==> src/rtl/fcPkg.sv <==
package fcPkg;
  typedef enum logic [1:0] {
    AW_NONE = 2'b00,
    AW_8    = 2'b01,
    AW_16   = 2'b10,
    AW_32   = 2'b11
  } addrWidth_t;

  typedef struct packed {
    logic clrAll;
    logic loadFc;
    logic shiftByte;
    logic incIdx;
  } dpCtl_t;
endpackage

==> src/rtl/fcDatapath.sv <==
module fcDatapath
  import fcPkg::*;
#(
  parameter int DEPTH = 8,
  parameter int IDX_W = 3,
  parameter int CNT_W = 4
) (
  input  logic             clk,
  input  logic             rstN,
  input  dpCtl_t           ctl,
  input  logic [7:0]       byteData,
  input  logic             hostWe,
  input  logic [1:0]       hostSel,
  input  logic [IDX_W-1:0] hostIdx,
  input  logic [31:0]      hostData,
  output logic             hit,
  output logic             lastEntry,
  output logic             emptyTable,
  output logic             lastByte,
  output logic [IDX_W-1:0] idx
);
  logic [7:0]       fcReg;
  logic [31:0]      addrShift;
  logic [2:0]       gotBytes;
  logic [7:0]       ownAddr;
  logic [15:0]      tbl16 [DEPTH];
  logic [31:0]      tbl32 [DEPTH];
  logic [CNT_W-1:0] cnt16, cnt32;
  logic [CNT_W-1:0] rawLimit, limit;
  logic [2:0]       needBytes;
  addrWidth_t       width;

  assign width = addrWidth_t'(fcReg[7:6]);

  always_comb begin
    case (width)
      AW_8:    begin needBytes = 3'd1; rawLimit = CNT_W'(1); end
      AW_16:   begin needBytes = 3'd2; rawLimit = cnt16;     end
      AW_32:   begin needBytes = 3'd4; rawLimit = cnt32;     end
      default: begin needBytes = 3'd1; rawLimit = '0;        end
    endcase
    limit = (rawLimit > CNT_W'(DEPTH)) ? CNT_W'(DEPTH) : rawLimit;
  end

  always_comb begin
    case (width)
      AW_8:    hit = (addrShift[7:0] == ownAddr);
      AW_16:   hit = (addrShift[15:0] == tbl16[idx]);
      AW_32:   hit = (addrShift == tbl32[idx]);
      default: hit = 1'b0;
    endcase
  end

  assign lastByte   = ((gotBytes + 3'd1) == needBytes);
  assign emptyTable = (limit == '0);
  assign lastEntry  = ((CNT_W'(idx) + CNT_W'(1)) == limit);

  always_ff @(posedge clk) begin
    if (!rstN) begin
      fcReg     <= '0;
      addrShift <= '0;
      gotBytes  <= '0;
      idx       <= '0;
    end else begin
      if (ctl.clrAll) begin
        addrShift <= '0;
        gotBytes  <= '0;
        idx       <= '0;
      end
      if (ctl.loadFc) fcReg <= byteData;
      if (ctl.shiftByte) begin
        addrShift <= {addrShift[23:0], byteData};
        gotBytes  <= gotBytes + 3'd1;
      end
      if (ctl.incIdx) idx <= idx + IDX_W'(1);
    end
  end

  always_ff @(posedge clk) begin
    if (!rstN) begin
      ownAddr <= '0;
      cnt16   <= '0;
      cnt32   <= '0;
      for (int i = 0; i < DEPTH; i++) begin
        tbl16[i] <= '0;
        tbl32[i] <= '0;
      end
    end else if (hostWe) begin
      case (hostSel)
        2'b00: ownAddr <= hostData[7:0];
        2'b01: tbl16[hostIdx] <= hostData[15:0];
        2'b10: tbl32[hostIdx] <= hostData;
        default: begin
          cnt16 <= hostData[CNT_W-1:0];
          cnt32 <= hostData[16 +: CNT_W];
        end
      endcase
    end
  end
endmodule

==> src/rtl/fcControl.sv <==
module fcControl
  import fcPkg::*;
#(
  parameter int IDX_W = 3
) (
  input  logic             clk,
  input  logic             rstN,
  input  logic             frameStart,
  input  logic             byteValid,
  input  logic [1:0]       fcCode,
  input  logic             noAddrEn,
  input  logic             hit,
  input  logic             lastEntry,
  input  logic             emptyTable,
  input  logic             lastByte,
  input  logic [IDX_W-1:0] idx,
  output dpCtl_t           ctl,
  output logic             matchIrq,
  output logic [IDX_W-1:0] matchIdx,
  output logic             missIrq,
  output logic             noAddrIrq
);
  typedef enum logic [1:0] {ST_DONE, ST_FC, ST_ADDR, ST_SEARCH} state_t;

  state_t state, nextState;
  logic   matchN, missN, noAddrN;

  always_comb begin
    nextState = state;
    ctl       = '0;
    matchN    = 1'b0;
    missN     = 1'b0;
    noAddrN   = 1'b0;
    if (frameStart) begin
      nextState  = ST_FC;
      ctl.clrAll = 1'b1;
    end else begin
      case (state)
        ST_FC: if (byteValid) begin
          ctl.loadFc = 1'b1;
          if (addrWidth_t'(fcCode) == AW_NONE) begin
            noAddrN   = noAddrEn;
            nextState = ST_DONE;
          end else begin
            nextState = ST_ADDR;
          end
        end
        ST_ADDR: if (byteValid) begin
          ctl.shiftByte = 1'b1;
          if (lastByte) nextState = ST_SEARCH;
        end
        ST_SEARCH: begin
          if (emptyTable) begin
            missN     = 1'b1;
            nextState = ST_DONE;
          end else if (hit) begin
            matchN    = 1'b1;
            nextState = ST_DONE;
          end else if (lastEntry) begin
            missN     = 1'b1;
            nextState = ST_DONE;
          end else begin
            ctl.incIdx = 1'b1;
          end
        end
        default: ;
      endcase
    end
  end

  always_ff @(posedge clk) begin
    if (!rstN) begin
      state     <= ST_DONE;
      matchIrq  <= 1'b0;
      missIrq   <= 1'b0;
      noAddrIrq <= 1'b0;
      matchIdx  <= '0;
    end else begin
      state     <= nextState;
      matchIrq  <= matchN;
      missIrq   <= missN;
      noAddrIrq <= noAddrN;
      if (matchN) matchIdx <= idx;
    end
  end
endmodule

==> src/rtl/fcAddrMatch.sv <==
module fcAddrMatch
  import fcPkg::*;
#(
  parameter int DEPTH = 8,
  parameter int IDX_W = $clog2(DEPTH)
) (
  input  logic             clk,
  input  logic             rstN,
  input  logic             frameStart,
  input  logic             byteValid,
  input  logic [7:0]       byteData,
  input  logic             noAddrEn,
  input  logic             hostWe,
  input  logic [1:0]       hostSel,
  input  logic [IDX_W-1:0] hostIdx,
  input  logic [31:0]      hostData,
  output logic             matchIrq,
  output logic [IDX_W-1:0] matchIdx,
  output logic             missIrq,
  output logic             noAddrIrq
);
  localparam int CNT_W = IDX_W + 1;

  dpCtl_t           ctl;
  logic             hit, lastEntry, emptyTable, lastByte;
  logic [IDX_W-1:0] idx;

  fcDatapath #(.DEPTH(DEPTH), .IDX_W(IDX_W), .CNT_W(CNT_W)) u_dp (
    .clk(clk), .rstN(rstN), .ctl(ctl), .byteData(byteData),
    .hostWe(hostWe), .hostSel(hostSel), .hostIdx(hostIdx), .hostData(hostData),
    .hit(hit), .lastEntry(lastEntry), .emptyTable(emptyTable),
    .lastByte(lastByte), .idx(idx)
  );

  fcControl #(.IDX_W(IDX_W)) u_ctl (
    .clk(clk), .rstN(rstN), .frameStart(frameStart), .byteValid(byteValid),
    .fcCode(byteData[7:6]), .noAddrEn(noAddrEn), .hit(hit),
    .lastEntry(lastEntry), .emptyTable(emptyTable), .lastByte(lastByte),
    .idx(idx), .ctl(ctl), .matchIrq(matchIrq), .matchIdx(matchIdx),
    .missIrq(missIrq), .noAddrIrq(noAddrIrq)
  );
endmodule

==> config.mk <==
export PLATFORM = sky130hd
export DESIGN_NAME = fcAddrMatch
export DESIGN_NICKNAME = d
export VERILOG_FILES = /design/src/rtl/fcPkg.sv /design/src/rtl/fcDatapath.sv /design/src/rtl/fcControl.sv /design/src/rtl/fcAddrMatch.sv
export SDC_FILE = /design/constraint.sdc
export NUM_CORES = 1
export LEC_CHECK = 0
export BUFFER_PORTS_ARGS = -buffer_cell sky130_fd_sc_hd__buf_4
export CAP_MARGIN = 20
export CORE_UTILIZATION = 55
export CTS_CLUSTER_SIZE = 16
export DETAILED_ROUTE_END_ITERATION = 10
export GPL_TIMING_DRIVEN = 0
export PLACE_DENSITY = 0.71
export SETUP_SLACK_MARGIN = 0.3
export SLEW_MARGIN = 20
export SYNTH_ARGS = -nofsm -noshare
export SYNTH_HDL_FRONTEND = slang
export SYNTH_SLANG_ARGS = --single-unit
export TNS_END_PERCENT = 100
==> constraint.sdc <==
create_clock -name clk -period 12.48 [get_ports clk]
set_clock_uncertainty 0.15 [all_clocks]
set_input_delay 2.496 -clock clk [delete_from_list [all_inputs] [get_ports clk]]
set_output_delay 2.496 -clock clk [all_outputs]
set_load 0.01 [all_outputs]
==> results.sh, run 1 <==
export IMPL_grt_start_max_net_pins=33
export IMPL_die_x_um=197
export IMPL_tritoncts="yes"
export IMPL_overflow=0
export IMPL_fmax_mhz=185
export IMPL_p_per_area_nw_per_um2=135
export IMPL_synthSimpleGateAreaFrac=0.173
export IMPL_synth_distinct_cells=57
export IMPL_final_nets=1713
export IMPL_synth_area_leaders="edfxtp_1 (55%), and2_1 (12%), mux4_2 (6.9%)"
export IMPL_drc=0
export IMPL_grt_pass1_vias=13200
export IMPL_synth_ff_type="edfxtp_1"
export IMPL_antenna_left=0
export IMPL_maxSlewHeadroom=0.267
export IMPL_dieArea_um2=38700
export IMPL_avgSynthCellArea_um2=13.6
export IMPL_h_tree_depth=2
export IMPL_cp_data_required_time_ns=12.54
export IMPL_clock_latency_ns=0.59
export IMPL_placement_io_buffers=56
export IMPL_arrival_ns=5.47
export IMPL_finalHoldViolCount=0
export IMPL_rsz0062_at_grt="false"
export IMPL_drive_above_1_share=0.160
export IMPL_synth_top_family_by_area="simple AND/OR/NAND/NOR gates"
export IMPL_hold_path_class="reg2reg"
export IMPL_cp_end_kind="register"
export IMPL_area_delta_synth_final_pct=14.2
export IMPL_synth_xor_area_frac=0.0218
export IMPL_drt_first_pass_iters=5
export IMPL_vias_per_cell=6.13
export IMPL_yosysMostFrequentCell="and2_1"
export IMPL_root_buffer="clkbuf_16"
export IMPL_maxCapViolCount=0
export IMPL_yosysWarnings=0
export IMPL_syn_area_um2=20900
export IMPL_path_clk_slew_ns=0.06
export IMPL_synthAdderAreaFrac=0.00120
export IMPL_synth_edff_count=384
export IMPL_hpwl_um=41900
export IMPL_antenna_found_initial=1
export IMPL_crit_type="in2reg"
export IMPL_place_gp_congestion=0.926
export IMPL_top_layer="met4"
export IMPL_num_rows=70
export IMPL_cts_buffers=47
export IMPL_vias=13500
export IMPL_syn_nets=1589
export IMPL_fillCellCount=2792
export IMPL_synth_compound_area_share=0.0357
export IMPL_ir_drop_mv=0.102
export IMPL_status="complete, no violations"
export IMPL_routedWlPerCell_um=27.8
export IMPL_synthCells=1536
export IMPL_io_pins=57
export IMPL_start_util=0.564
export IMPL_cts_sinks=451
export IMPL_report_final_slew_viol_count=0
export IMPL_dr_wl_met2_um=28600
export IMPL_finalCritPeriodShare=0.434
export IMPL_track_usage=0.325
export IMPL_power_total_uw=3200
export IMPL_cts_hold_buffers=0
export IMPL_cp_max_fo=32
export IMPL_synthTopCellsByCount="and2_1 (387), edfxtp_1 (384), mux2i_1 (105)"
export IMPL_m1WireLength_um=23400
export IMPL_ys_seq_area_frac=0.617
export IMPL_p_leak_uw=0.00808
export IMPL_die_y_um=197
export IMPL_start_kind="primary input"
export IMPL_setup_viol=0
export IMPL_wl_met3_um=6940
export IMPL_period_needed_ns=5.41
export IMPL_timing_hold_ws_ns=0.313
export IMPL_final_setup_tns_ns=0
export IMPL_drt_iter0_drc=1573
export IMPL_grt_pass1_wl_um=88400
export IMPL_worst_pin_slew_ns=1.10
export IMPL_yosysTopAreaCell="edfxtp_1"
export IMPL_core_um2=37000
export IMPL_synth_top_cell_area_share=0.553
export IMPL_finish_utilization=0.644
export IMPL_synthArstFlopShare=0
export IMPL_routed_wl_um=61000
export IMPL_ys_seq_elements=451
export IMPL_clockBufferDepth=3
export IMPL_antenna_diode_count=0
export IMPL_cts_repair_resized=0
export IMPL_post_cts_buffers=0
export IMPL_synth_mux_area_frac=0.128
## critical path, cell delays in order
cell      delay, ns
buf_4          0.08
clkbuf_1       0.59
nand2_1        0.11
nor2_1         0.16
nand3_1        0.45
nor3_1         0.85
nand2b_4       0.68
## metrics by stage
stage / instance area [um2] / worst slack (ns) / cells
global placement: 21900 / 3.37 / 2096
finish: 23800 / 7.07 / 2196
CTS: 23800 / 7.00 / 2196
global route: 23800 / 6.99 / 2196
floorplan: 20900 / 6.42 / 1536
detailed placement: 22400 / 6.40 / 2115
## where the power goes
part	total [uW]	switching (uW)	internal, uW
Clock	1300	576	726
Sequential	1720	20.3	1700
Combinational	179	112	67.3
Total	3200	708	2500
## final timing paths
| path | cells after the start | from | slack [ns] | endpoint |
|---|---|---|---|---|
| setup / recovery | 7 | rstN | 7.07 | u_dp.tbl32[1][30] |
| hold / removal | 2 | u_ctl.matchIdx[0] | 0.31 | u_ctl.matchIdx[0] |
| setup reg to reg | 11 | register | 7.36 | u_ctl.state[0] |
| hold reg to reg | 2 | u_ctl.matchIdx[0] | 0.31 | u_ctl.matchIdx[0] |
## cell families after synthesis
logic type,after synthesis
simple gates,624
flops,451
mux,185
compound gates,113
buf+inv,109
xor+xnor,52
fa+ha+maj,2
## placed cells by master (no fill, tap or decap), drive strengths merged, types with 3 or more instances in the layout
master / instances
clkbuf: 139
nand2: 100
nor4b: 3
a22oi: 9
o22ai: 8
nor3b: 3
nand2b: 14
clkinv: 17
or3: 4
a21oi: 38
dfxtp: 67
edfxtp: 384
nand3: 14
buf: 104
mux4: 64
nor2b: 23
nand4: 8
a221oi: 7
xor2: 11
nor3: 11
mux2i: 105
inv: 4
xnor2: 41
and2: 387
a211o: 3
mux2: 16
a22o: 10
nor4: 13
nor2: 30
o21ai: 22
o21a: 3
a21boi: 4
## registers in the layout, indices dropped and copies added, names as in the netlist, 4 cells and up, named ones only
signal / count
u_dp.tbl16: 128
u_dp.cnt16: 4
u_dp.ownAddr: 8
u_dp.tbl32: 256
u_dp.cnt32: 4
u_dp.addrShift: 32
## metal layers
metal,track usage,up-vias
met4,0.121,0
met1,0.441,6744
met2,0.516,811
met3,0.0696,114
li1,-,5800
met5,0,-
## cell type report
cell class	instances	area, um2	share of cell area
Clock inverter	18	85.1	0.00357
Sequential cell	451	12900	0.541
Tap cell	504	631	0.0265
Buffer	105	467	0.0196
Multi-Input combinational cell	976	7620	0.320
Inverter	4	15.0	0.000630
Timing Repair Buffer	75	825	0.0346
Clock buffer	63	1300	0.0546
(Power assumes the default switching activity.)
==> run 2, diff against run 1 <==
--- a/config.mk
+++ b/config.mk
@@ -11,7 +11,7 @@
 export CTS_CLUSTER_SIZE = 16
 export DETAILED_ROUTE_END_ITERATION = 10
 export GPL_TIMING_DRIVEN = 0
-export PLACE_DENSITY = 0.71
+export PLACE_DENSITY = 0.73
 export SETUP_SLACK_MARGIN = 0.3
 export SLEW_MARGIN = 20
 export SYNTH_ARGS = -nofsm -noshare
==> constraint.sdc (replaced) <==
create_clock -name clk -period 4.71 [get_ports clk]
set_clock_uncertainty 0.15 [all_clocks]
set_input_delay 0.942 -clock clk [delete_from_list [all_inputs] [get_ports clk]]
set_output_delay 0.942 -clock clk [all_outputs]
set_load 0.01 [all_outputs]
==> results.sh, run 2 (same netlist as run 1, synthesis figures left out) <==
export IMPL_status="complete, no violations"
export IMPL_fmax_mhz=230
export IMPL_clockBufferDepth=3
export IMPL_final_nets=1711
export IMPL_largestRegisters="u_dp.tbl32 (256), u_dp.tbl16 (128), u_dp.addrShift (32)"
export IMPL_antenna_left=0
export IMPL_power_switching_uw=1890
export IMPL_cp_end_kind="register"
export IMPL_dieArea_um2=38700
export IMPL_final_setup_tns_ns=0
export IMPL_finish_utilization=0.646
export IMPL_fillCellCount=2696
export IMPL_antenna_found_initial=1
export IMPL_maxCapViolCount=0
export IMPL_final_common_cell="and2_1"
export IMPL_cp_data_required_time_ns=5.03
export IMPL_hpwl_um=41600
export IMPL_tritoncts="yes"
export IMPL_grt_start_max_net_pins=20
export IMPL_io_pins=57
export IMPL_seq_power_share=0.528
export IMPL_cp_max_fo=10
export IMPL_timing_hold_ws_ns=0.307
export IMPL_dp_cells=2113
export IMPL_routedWlPerCell_um=27.5
export IMPL_overflow=0
export IMPL_worst_pin_slew_ns=1.26
export IMPL_finalHoldViolCount=0
export IMPL_die_x_um=197
export IMPL_track_usage=0.318
export IMPL_setup_viol=0
export IMPL_num_rows=70
export IMPL_arrival_ns=4.68
export IMPL_cts_sinks=451
export IMPL_comb_power_share=0.054
export IMPL_seqCellArea_um2=12900
export IMPL_p_per_area_nw_per_um2=362
export IMPL_path_clk_slew_ns=0.06
export IMPL_worst_slack_ns=0.356
export IMPL_cts_buffers=47
export IMPL_finalCritPeriodShare=0.924
export IMPL_hold_path_class="reg2reg"
export IMPL_switching_share=0.219
export IMPL_multiInputGateArea_um2=7620
export IMPL_area_delta_synth_final_pct=14.5
export IMPL_die_y_um=197
export IMPL_maxSlewHeadroom=0.155
export IMPL_fin_cells=2201
export IMPL_drt_first_pass_iters=5
export IMPL_start_util=0.564
export IMPL_grt_pass1_wl_um=87200
export IMPL_grt_pass1_vias=13100
export IMPL_vias_per_cell=6.12
export IMPL_h_tree_depth=2
export IMPL_reg2reg_depth=11
export IMPL_regMostFlops="u_dp.tbl32"
export IMPL_start_kind="register"
export IMPL_crit_type="reg2reg"
export IMPL_p_int_uw=6760
export IMPL_report_final_slew_viol_count=0
export IMPL_ir_drop_mv=0.254
export IMPL_drt_iter0_drc=1451
export IMPL_vias=13500
export IMPL_dp_slack_ns=-0.135
export IMPL_drc=0
export IMPL_r2r_slack_ns=0.36
export IMPL_placement_io_buffers=56
export IMPL_routed_wl_um=60600
export IMPL_root_buffer="clkbuf_16"
export IMPL_core_um2=37000
export IMPL_largest_reg_flops=256
export IMPL_clkPwrFrac=0.418
export IMPL_clock_latency_ns=0.57
export IMPL_rsz0062_at_grt="false"
export IMPL_layout_cells_most_common_list="and2_1 (387), edfxtp_1 (384), mux2i_1 (104)"
export IMPL_place_gp_congestion=0.940
export IMPL_p_leak_uw=0.00812
export IMPL_period_needed_ns=4.35
export IMPL_drive_above_1_share=0.160
run 2: timing repair:
item,in CTS,in global routing
setup buffers,0,0
hold buffers,0,0
setup endpoints to repair,13,1
resized for setup,7,2
hold endpoints to repair,0,0
run 2: area by class of cell:
| class | instances | area share |
|---|---|---|
| plain buffers | 105 | 0.0201 |
| flip-flops and latches | 451 | 0.539 |
| clock inverters | 24 | 0.00844 |
| repair buffers | 73 | 0.0326 |
| multi-input cells | 976 | 0.319 |
| clock buffers | 63 | 0.0536 |
| diodes | 1 | 0.000105 |
| well taps | 504 | 0.0264 |
| inverters | 4 | 0.000629 |
run 2: worst min path at each step:
stage | cells after the start | to | slack, ns | start
floorplan | 2 | u_dp.gotBytes[1] | 0.29 | u_dp.gotBytes[1]
global placement | 2 | u_ctl.matchIdx[2] | 0.30 | u_ctl.matchIdx[2]
detailed placement | 2 | u_ctl.matchIdx[0] | 0.30 | u_ctl.matchIdx[0]
CTS | 2 | u_ctl.matchIdx[0] | 0.31 | u_ctl.matchIdx[0]
global route | 2 | u_ctl.matchIdx[1] | 0.34 | u_ctl.matchIdx[1]
finish | 2 | u_ctl.matchIdx[0] | 0.31 | u_ctl.matchIdx[0]
run 2: power groups by stage:
stage / Sequential [uW] / Clock, uW / Combinational [uW]
2_1_floorplan: 4630 / 0 / 225
6_report: 4570 / 3620 / 468
4_1_cts: 4570 / 3630 / 462
3_5_place_dp: 4650 / 0 / 459
3_3_place_gp: 4650 / 0 / 407
5_1_grt: 4580 / 3750 / 489
run 2: critical path: stages (launching register included):
cell     delay (ns)
dfxtp_1        0.30
buf_2          0.20
buf_4          0.25
nor2_1         0.98
buf_2          0.52
a22oi_1        0.28
and3_1         0.28
o211a_1        0.21
nand4_1        0.14
o31ai_4        0.08
nor3_1         0.53
mux2i_1        0.30
run 2: per-stage QoR:
step	total power [uW]	cell area, um2
global placement	5060	21900
detailed placement	5110	22400
finish	8650	23900
global route	8820	23900
CTS	8650	23900
floorplan	4860	20900
run 2: layer usage:
| metal | track usage | vias up | wire [um] |
|---|---|---|---|
| met5 | 0 | - | 13 |
| met4 | 0.142 | 2 | 2700 |
| met3 | 0.0467 | 152 | 5770 |
| met2 | 0.509 | 798 | 28500 |
| met1 | 0.435 | 6715 | 23600 |
| li1 | - | 5814 | - |
